==> config.mk <==
export PLATFORM = sky130hd
export DESIGN_NAME = irq_vector_unit
export DESIGN_NICKNAME = d
export VERILOG_FILES = /design/src/rtl/irq_arb_pkg.sv /design/src/rtl/irq_state_regs.sv /design/src/rtl/irq_prio_pick.sv /design/src/rtl/irq_vec_calc.sv /design/src/rtl/irq_vector_unit.sv
export SDC_FILE = /design/constraint.sdc
export NUM_CORES = 1
export LEC_CHECK = 0
export BUFFER_PORTS_ARGS = -buffer_cell sky130_fd_sc_hd__clkbuf_2
export CAP_MARGIN = 20
export CORE_MARGIN = 1.5
export CORE_UTILIZATION = 37
export CTS_BUF_LIST = sky130_fd_sc_hd__clkbuf_8
export DETAILED_ROUTE_END_ITERATION = 10
export GPL_TIMING_DRIVEN = 0
export PLACE_DENSITY_LB_ADDON = 0.3
export RECOVER_POWER = 100
export REMOVE_ABC_BUFFERS = 1
export SLEW_MARGIN = 20
export SYNTH_ARGS = -nofsm -noshare
export SYNTH_HDL_FRONTEND = slang
export SYNTH_SLANG_ARGS = --single-unit
==> constraint.sdc <==
create_clock -name clk_i -period 4.1 [get_ports clk_i]
set_input_delay 0.82 -clock clk_i [delete_from_list [all_inputs] [get_ports clk_i]]
set_output_delay 0.82 -clock clk_i [all_outputs]
set_load 0.01 [all_outputs]
==> src/rtl/irq_arb_pkg.sv <==
package irq_arb_pkg;
  // vectors are spaced in 4-byte units
  localparam int unsigned STRIDE_UNIT_LG2 = 2;

  function automatic int unsigned stride_lg2(input int unsigned field);
    return field + STRIDE_UNIT_LG2;
  endfunction
endpackage

==> src/rtl/irq_state_regs.sv <==
module irq_state_regs #(
  parameter int unsigned NUM_LINES  = 13,
  parameter int unsigned LINE_NUM_W = 5,
  parameter int unsigned SPACE_W    = 3,
  parameter int unsigned ADDR_W     = 32
) (
  input  logic                  clk_i,
  input  logic                  rst_ni,
  input  logic                  line_vld_i,
  input  logic [LINE_NUM_W-1:0] line_num_i,
  input  logic                  line_lvl_i,
  input  logic                  en_we_i,
  input  logic [NUM_LINES-1:0]  en_wdata_i,
  input  logic                  space_we_i,
  input  logic [SPACE_W-1:0]    space_wdata_i,
  input  logic                  base_we_i,
  input  logic [ADDR_W-1:0]     base_wdata_i,
  output logic [NUM_LINES-1:0]  pend_o,
  output logic [NUM_LINES-1:0]  en_o,
  output logic [SPACE_W-1:0]    space_o,
  output logic [ADDR_W-1:0]     base_o
);
  // one flop per line; out-of-range numbers match no bit
  for (genvar g = 0; g < NUM_LINES; g++) begin : g_pend
    logic hit;
    assign hit = line_vld_i && (line_num_i == LINE_NUM_W'(g));
    always_ff @(posedge clk_i or negedge rst_ni) begin
      if (!rst_ni)  pend_o[g] <= 1'b0;
      else if (hit) pend_o[g] <= line_lvl_i;
    end
  end

  always_ff @(posedge clk_i or negedge rst_ni) begin
    if (!rst_ni) begin
      en_o    <= '0;
      space_o <= '0;
      base_o  <= '0;
    end else begin
      if (en_we_i)    en_o    <= en_wdata_i;
      if (space_we_i) space_o <= space_wdata_i;
      if (base_we_i)  base_o  <= base_wdata_i;
    end
  end
endmodule

==> src/rtl/irq_prio_pick.sv <==
module irq_prio_pick #(
  parameter int unsigned N     = 13,
  parameter int unsigned IDX_W = 4
) (
  input  logic [N-1:0]     req_i,
  output logic             any_o,
  output logic [IDX_W-1:0] idx_o
);
  // ascending scan: the last hit, which is the highest number, wins
  always_comb begin
    idx_o = '0;
    for (int i = 0; i < int'(N); i++) begin
      if (req_i[i]) idx_o = IDX_W'(i);
    end
  end
  assign any_o = |req_i;
endmodule

==> src/rtl/irq_vec_calc.sv <==
module irq_vec_calc #(
  parameter int unsigned IDX_W    = 4,
  parameter int unsigned SPACE_W  = 3,
  parameter int unsigned ADDR_W   = 32,
  parameter int unsigned EXT_BASE = 64
) (
  input  logic [ADDR_W-1:0]  base_i,
  input  logic [SPACE_W-1:0] space_i,
  input  logic [IDX_W-1:0]   idx_i,
  output logic [ADDR_W-1:0]  pc_o
);
  import irq_arb_pkg::*;

  logic [ADDR_W-1:0] vec_num;
  logic [ADDR_W-1:0] offset;

  assign vec_num = ADDR_W'(EXT_BASE) + ADDR_W'(idx_i);

  always_comb begin
    if (space_i == '0) offset = '0;
    else               offset = vec_num << stride_lg2(int'(space_i));
  end

  assign pc_o = base_i + offset;
endmodule

==> src/rtl/irq_vector_unit.sv <==
module irq_vector_unit #(
  parameter int unsigned NUM_LINES  = 13,
  parameter int unsigned LINE_NUM_W = 5,
  parameter int unsigned SPACE_W    = 3,
  parameter int unsigned ADDR_W     = 32,
  parameter int unsigned EXT_BASE   = 64,
  localparam int unsigned IDX_W     = (NUM_LINES > 1) ? $clog2(NUM_LINES) : 1
) (
  input  logic                  clk_i,
  input  logic                  rst_ni,
  input  logic                  line_vld_i,
  input  logic [LINE_NUM_W-1:0] line_num_i,
  input  logic                  line_lvl_i,
  input  logic                  en_we_i,
  input  logic [NUM_LINES-1:0]  en_wdata_i,
  input  logic                  space_we_i,
  input  logic [SPACE_W-1:0]    space_wdata_i,
  input  logic                  base_we_i,
  input  logic [ADDR_W-1:0]     base_wdata_i,
  input  logic                  glb_ie_i,
  input  logic                  dbg_mode_i,
  output logic                  take_irq_o,
  output logic                  wake_o,
  output logic [IDX_W-1:0]      win_idx_o,
  output logic [ADDR_W-1:0]     target_pc_o
);
  logic [NUM_LINES-1:0] pend_q, en_q, masked;
  logic [SPACE_W-1:0]   space_q;
  logic [ADDR_W-1:0]    base_q;
  logic                 any_pend;
  logic [IDX_W-1:0]     pick_idx;
  logic [ADDR_W-1:0]    pick_pc;
  logic                 take_cond, take_cond_q;

  irq_state_regs #(
    .NUM_LINES(NUM_LINES), .LINE_NUM_W(LINE_NUM_W),
    .SPACE_W(SPACE_W), .ADDR_W(ADDR_W)
  ) u_regs (
    .clk_i, .rst_ni, .line_vld_i, .line_num_i, .line_lvl_i,
    .en_we_i, .en_wdata_i, .space_we_i, .space_wdata_i,
    .base_we_i, .base_wdata_i,
    .pend_o(pend_q), .en_o(en_q), .space_o(space_q), .base_o(base_q)
  );

  assign masked = pend_q & en_q;

  irq_prio_pick #(.N(NUM_LINES), .IDX_W(IDX_W)) u_pick (
    .req_i(masked), .any_o(any_pend), .idx_o(pick_idx)
  );

  irq_vec_calc #(
    .IDX_W(IDX_W), .SPACE_W(SPACE_W), .ADDR_W(ADDR_W), .EXT_BASE(EXT_BASE)
  ) u_vec (
    .base_i(base_q), .space_i(space_q), .idx_i(pick_idx), .pc_o(pick_pc)
  );

  assign take_cond = any_pend && glb_ie_i && !dbg_mode_i;

  always_ff @(posedge clk_i or negedge rst_ni) begin
    if (!rst_ni) begin
      take_cond_q <= 1'b0;
      take_irq_o  <= 1'b0;
      wake_o      <= 1'b0;
      win_idx_o   <= '0;
      target_pc_o <= '0;
    end else begin
      take_cond_q <= take_cond;
      take_irq_o  <= take_cond && !take_cond_q;
      wake_o      <= any_pend;
      if (take_cond && !take_cond_q) begin
        win_idx_o   <= pick_idx;
        target_pc_o <= pick_pc;
      end
    end
  end
endmodule

Word level (Yosys, flattened, before mapping)
Index checks and enable logic that the tools add are counted.
{"block": "totals", "register_bits": 100, "out_inout_bits": 38, "wordCells": 72}
{"block": "op_classes", "n_addsub": 3, "eq_ne": 12, "shifts": 1, "mux": 13, "n_bitwise": 1, "reduce_logical": 21}
{"operator": "$add A32 B32 Y32", "count": 1}
{"operator": "$mux W32", "count": 1}
{"operator": "$shl A32 B32 Y32", "count": 1}
{"operator": "$eq A5 B4 Y1 const B", "count": 5}
{"operator": "$eq A5 B3 Y1 const B", "count": 4}
{"operator": "$mux W4", "count": 5}
{"operator": "$logic_and A1 B1 Y1", "count": 16}
{"operator": "$and A13 B13 Y13", "count": 1}
{"operator": "$reduce_or A13 Y1", "count": 1}
{"operator": "$mux W3", "count": 4}
{"operator": "$eq A5 B2 Y1 const B", "count": 2}
{"operator": "$add A7 B4 Y8 const A", "count": 1}
{"operator": "$eq A5 B1 Y1 const B", "count": 1}
{"operator": "$logic_not A5 Y1", "count": 1}
{"operator": "$add A3 B2 Y4 const B", "count": 1}
{"operator": "$mux W2", "count": 2}
{"operator": "$logic_not A3 Y1", "count": 1}
{"operator": "$logic_not A1 Y1", "count": 2}
{"operator": "$mux W1", "count": 1}

Longest topological paths before layout
{"block": "logic_depth", "ltp_word": 17, "depth_mapped": 16, "mapped_depth_nobuf": 16}

Modules after synthesis
From an unflattened synthesis, not the netlist that was laid out.
{"block": "unflattened", "hier_cells": 523, "area_unflattened_um2": 5984.5}
{"mod": "irq_state_regs", "n_inst": 1, "cells_each": 148, "area_each_um2": 2391.0}
{"mod": "irq_vec_calc", "n_inst": 1, "cells_each": 258, "area_each_um2": 1809.2}
{"mod": "irq_vector_unit", "n_inst": 1, "cells_each": 95, "area_each_um2": 1662.8}
{"mod": "irq_prio_pick", "n_inst": 1, "cells_each": 22, "area_each_um2": 121.4}

Worst setup path after synthesis
Ideal clock, no wire load.
{"block": "synth_timing", "path_kind": "register to register", "startpoint": "register u_regs.pend_o[5]", "endpoint": "register target_pc_o[31]", "setup_time_ps": 123, "t_arrival_ps": 3740, "setup_slack_ps": 237, "stages_incl_launch_ff": 15, "path_cell_list": "dfrtp_1 -> a22oi_1 -> nand2b_1 -> a21o_1 -> a31o_2 -> mux4_2 -> a211oi_1 -> ha_1 -> inv_1 -> o31ai_1 -> o41a_1 -> or3_4 -> o21a_4 -> or3_4 -> o221a_1"}
{"block": "synth_via", "elab_chain_len": 13, "word_cells_on_any_way": 17, "cone_classes": "add/sub (2); shift (1); mux (9); bitwise (1); reduce/logical (4)"}
{"item": "start: declaration", "line_no": "irq_state_regs.sv:18", "text": "output logic [NUM_LINES-1:0] pend_o,"}
{"item": "start signal: indexed assignment", "line_no": "irq_state_regs.sv:29", "text": "else if (hit) pend_o[g] <= line_lvl_i;"}
{"item": "$and A13 B13 Y13 (*)", "line_no": "irq_vector_unit.sv:45", "text": "assign masked = pend_q & en_q;"}
{"item": "$mux W3 (3 in series)", "line_no": "irq_prio_pick.sv:13", "text": "if (req_i[i]) idx_o = IDX_W'(i);"}
{"item": "$mux W4 (5 in series)", "line_no": "irq_prio_pick.sv:13"}
{"item": "$add A7 B4 Y8", "line_no": "irq_vec_calc.sv:17", "text": "assign vec_num = ADDR_W'(EXT_BASE) + ADDR_W'(idx_i);"}
{"item": "$shl A32 B32 Y32", "line_no": "irq_vec_calc.sv:21", "text": "else offset = vec_num << stride_lg2(int'(space_i));"}
{"item": "$mux W32", "line_no": "irq_vec_calc.sv:20", "text": "if (space_i == '0) offset = '0;"}
{"item": "$add A32 B32 Y32", "line_no": "irq_vec_calc.sv:24", "text": "assign pc_o = base_i + offset;"}
{"item": "end signal: assignment", "line_no": "irq_vector_unit.sv:72", "text": "target_pc_o <= pick_pc;"}
{"item": "end: declaration", "line_no": "irq_vector_unit.sv:25", "text": "output logic [ADDR_W-1:0] target_pc_o"}
Every way passes the cells marked *; elsewhere a longest branch is shown, timed or not.
A chain may end at the register's enable or synchronous reset.

Final worst setup path
{"block": "layout_timing", "startpoint": "register u_regs.en_o[1]", "endpoint": "register target_pc_o[16]"}
{"block": "layout_via", "elab_chain_len": 17, "word_cells_on_any_way": 21, "cone_classes": "add/sub (2); shift (1); mux (13); bitwise (1); reduce/logical (4)"}
{"item": "start: declaration", "line_no": "irq_state_regs.sv:19", "text": "output logic [NUM_LINES-1:0] en_o,"}
{"item": "start signal: assignment", "line_no": "irq_state_regs.sv:39", "text": "if (en_we_i) en_o <= en_wdata_i;"}
{"item": "$and A13 B13 Y13 (*)", "line_no": "irq_vector_unit.sv:45"}
{"item": "$mux W1", "line_no": "irq_prio_pick.sv:13"}
{"item": "$mux W2 (2 in series)", "line_no": "irq_prio_pick.sv:13"}
{"item": "$mux W3 (4 in series)", "line_no": "irq_prio_pick.sv:13"}
{"item": "$mux W4 (5 in series)", "line_no": "irq_prio_pick.sv:13"}
{"item": "$add A7 B4 Y8", "line_no": "irq_vec_calc.sv:17"}
{"item": "$shl A32 B32 Y32", "line_no": "irq_vec_calc.sv:21"}
{"item": "$mux W32", "line_no": "irq_vec_calc.sv:20"}
{"item": "$add A32 B32 Y32", "line_no": "irq_vec_calc.sv:24"}
Marked as above.

==> results.sh <==
export IMPL_die_y_um=127.5
export IMPL_finClkSkew_ns=0.01540
export IMPL_vdd_ir_drop_max_mv=0.2269
export IMPL_h_tree_depth=3
export IMPL_timing_max_cap_violations=2
export IMPL_root_buffer="clkbuf_8"
export IMPL_grt_start_max_net_pins=77
export IMPL_synth_top_cells_by_count="dfrtp_1, nand2_1, mux2_2"
export IMPL_ys_seq_area_frac=0.4361
export IMPL_synthMuxAreaShare=0.1249
export IMPL_final_util=0.4582
export IMPL_design_area_um2=6940
export IMPL_gr_total_overflow=0
export IMPL_violations="max-capacitance violations, max-slew violations"
export IMPL_grt_pass1_wl_mm=23.38
export IMPL_insertion_delay_ns=0.40
export IMPL_cts_hold_buffers=0
export IMPL_synth_ff_type="dfrtp_1"
export IMPL_synth_area_per_cell_um2=9.945
export IMPL_synth_xor_area_frac=0.02137
export IMPL_grt_usage=0.1806
export IMPL_finalMaxSlewViolations=103
export IMPL_path_cells="a32o_2, a22o_1, a221oi_4, or2_4, mux4_2, nor2_2, ha_1, o211a_1, o31ai_2, buf_4, a31oi_4, a221o_1, a211o_1, a2111o_1, nand3_1"
export IMPL_routabilityCongestion=0.9298
export IMPL_start_util=0.3789
export IMPL_tritoncts="built"
export IMPL_synth_top_area_frac=0.4361
export IMPL_synthCells=577
export IMPL_setup_worst_path_class="reg2reg"
export IMPL_whs_ns=0.4831
export IMPL_routed_wl_mm=14.39
export IMPL_finish_net_count=771
export IMPL_port_buffers=99
export IMPL_hold_class="reg2reg"
export IMPL_yosys_area_share_simple=0.1465
export IMPL_synth_area_leaders="dfrtp_1, mux2_2, nand2_1"
export IMPL_cts_made_buffers=9
export IMPL_yosysWarningCount=0
export IMPL_cp_arrival_ns=4.40
export IMPL_drive_gt1_frac=0.3478
export IMPL_coreArea_um2=15150
export IMPL_via_per_inst=5.528
export IMPL_syn2layout_area_growth_pct=20.96
export IMPL_synth_most_common_cell="dfrtp_1"
export IMPL_clock_sinks=100
export IMPL_power_density_nw_per_um2=477.8
export IMPL_setup_worst_path_start_class="flip-flop"
export IMPL_timing_critical_path_slowest_cell_delay_ns=0.43
export IMPL_layout_cells_non_filler=878
export IMPL_tightest_slew_ns=1.889
export IMPL_rsz0062_at_grt="true"
export IMPL_cp_num_buf_inv=1
export IMPL_power_mw=3.316
export IMPL_ioPinCount=100
export IMPL_die_w_um=127.5
export IMPL_dp_cells=842
export IMPL_place_hpwl_mm=10.29
export IMPL_synth_fa_ha_area_frac=0.05364
export IMPL_crit_required_ns=4.43
export IMPL_vias=4854
export IMPL_ys_seq_elements=100
export IMPL_drcViolationCount=0
export IMPL_antennaDiodeCount=0
export IMPL_synth_area_leader_cell="dfrtp_1"
export IMPL_synth_distinct_cells=63
export IMPL_async_flop_share=1.000
export IMPL_crit_path_max_fanout=4
export IMPL_relSlewSlack=-0.2592
export IMPL_worst_setup_path_end_kind="flip-flop"
export IMPL_clk_pin_slew_worst_paths_ns=0.11
export IMPL_place_area_um2=6419
export IMPL_status="complete, but fails checks"
export IMPL_cpMaxStageDelayCell="a2111o_1"
export IMPL_synth_compound_area_frac=0.1893
export IMPL_fin_crit_sh=0.9930
export IMPL_rows=45
export IMPL_critPathTopFamily="compound AO/OA/AOI/OAI gates"
export IMPL_synth_top_family_by_area="compound AO/OA/AOI/OAI gates"
export IMPL_routedWlPerCell_um=16.38
export IMPL_dr_first_iter_drc_count=259
export IMPL_cellLeakagePower_nw=3.179
export IMPL_antenna_found_initial=0
export IMPL_dr_pass1_iters=5
export IMPL_die_area_um2=16260
export IMPL_hold_viol=0
export IMPL_ant_nets=0
export IMPL_first_global_vias=4723
export IMPL_setup_viol=0
export IMPL_max_freq_ghz=0.2456
export IMPL_clockBufferDepth=2
export IMPL_syn_cell_area_um2=5738
export IMPL_min_period_ns=4.071
export IMPL_synth_edf_count=0
==> layout make-up <==
type / count / area [µm²]
fill: 1406 / 8205
inverter: 18 / 67.56
multi-input combinational: 436 / 3281
tap: 188 / 235.2
clock buffer: 9 / 123.9
sequential: 100 / 2504
clock inverter: 7 / 81.33
timing repair buffer: 120 / 648.1
==> flip-flops by register name, indices dropped and copies added, names as in the netlist <==
name	cells
take_cond_q	1
u_regs.base_o	32
target_pc_o	32
u_regs.en_o	13
win_idx_o	4
take_irq_o	1
u_regs.pend_o	13
u_regs.space_o	3
wake_o	1
==> cells by family (layout without fill, tap and decap cells) <==
kind of cell               after synthesis  in the layout
xor gates and xnor gates                14             14
DFF                                    100            100
adders and majority gates               24             24
buffers and inverters                   41            154
and+or+nand+nor                        177            177
muxes                                   63             63
AOI/OAI and AO/OA                      158            158
==> path summary, 6_finish.rpt <==
path	start	endpoint	cells past startpoint	slack, ns
setup / recovery	u_regs.en_o[1]	target_pc_o[16]	15	0.03
hold / removal	target_pc_o[11]	target_pc_o[11]	2	0.48
setup reg to reg	u_regs.en_o[1]	target_pc_o[16]	15	0.03
hold reg to reg	target_pc_o[11]	target_pc_o[11]	2	0.48
max in group asynchronous	rst_ni	u_regs.space_o[1]	2	0.65
min in group asynchronous	rst_ni	u_regs.base_o[3]	1	0.94
==> metrics by stage <==
step	worst slack, ns	TNS (ns)
after floorplan	0.2328	0
after global placement	-0.7338	-7.021
after detailed placement	-0.4508	-4.058
after CTS	-0.005170	-0.005170
after global routing	-0.1348	-0.8169
final	0.02859	0
==> worst reg2reg max path, stage by stage, from the launching register on <==
cell and delay, ns:
dfrtp_1 0.42, a32o_2 0.28, a22o_1 0.24, a221oi_4 0.38, or2_4 0.19, mux4_2 0.33, nor2_2 0.05, ha_1 0.33
o211a_1 0.24, o31ai_2 0.06, buf_4 0.16, a31oi_4 0.12, a221o_1 0.39, a211o_1 0.29, a2111o_1 0.43, nand3_1 0.08
==> cell usage in the layout, fill, tap and decap left out, types with 7 or more instances in the layout <==
master and count:
a211oi_1 9, xnor2_1 7, dfrtp_1 99, mux2_2 59, nor3_1 9, nand3_1 17
clkbuf_2 98, a21o_1 10, a31oi_1 7, a21oi_1 29, o21ai_0 31, buf_4 20
nor2_1 23, ha_1 20, xor2_1 7, clkbuf_8 9, nand2_1 77, inv_1 15
and3_1 8
==> where the power goes <==
part           switching, mW  internal (mW)  leakage [nW]  total [mW]
logic                  0.692          0.554          1.86        1.25
clock network          0.379          0.292         0.101       0.671
registers              0.171           1.23          1.22        1.40
total                   1.24           2.07          3.18        3.32
==> metal layers <==
| metal | track usage | up-vias | wire length (µm) |
|---|---|---|---|
| met5 | 0 | - | 0 |
| met4 | 0.06217 | 0 | 257 |
| met3 | 0.04858 | 22 | 694 |
| met2 | 0.2967 | 140 | 7019 |
| met1 | 0.2302 | 2340 | 6414 |
| li1 | - | 2352 | - |
==> timing repair <==
action,in CTS,in global routing
pin swaps,9,32
gates cloned,0,0
buffers inserted,8,12
gates resized for setup,14,32
endpoints found under the setup margin,15,19
No activity file was read; power rests on OpenSTA's default activity.
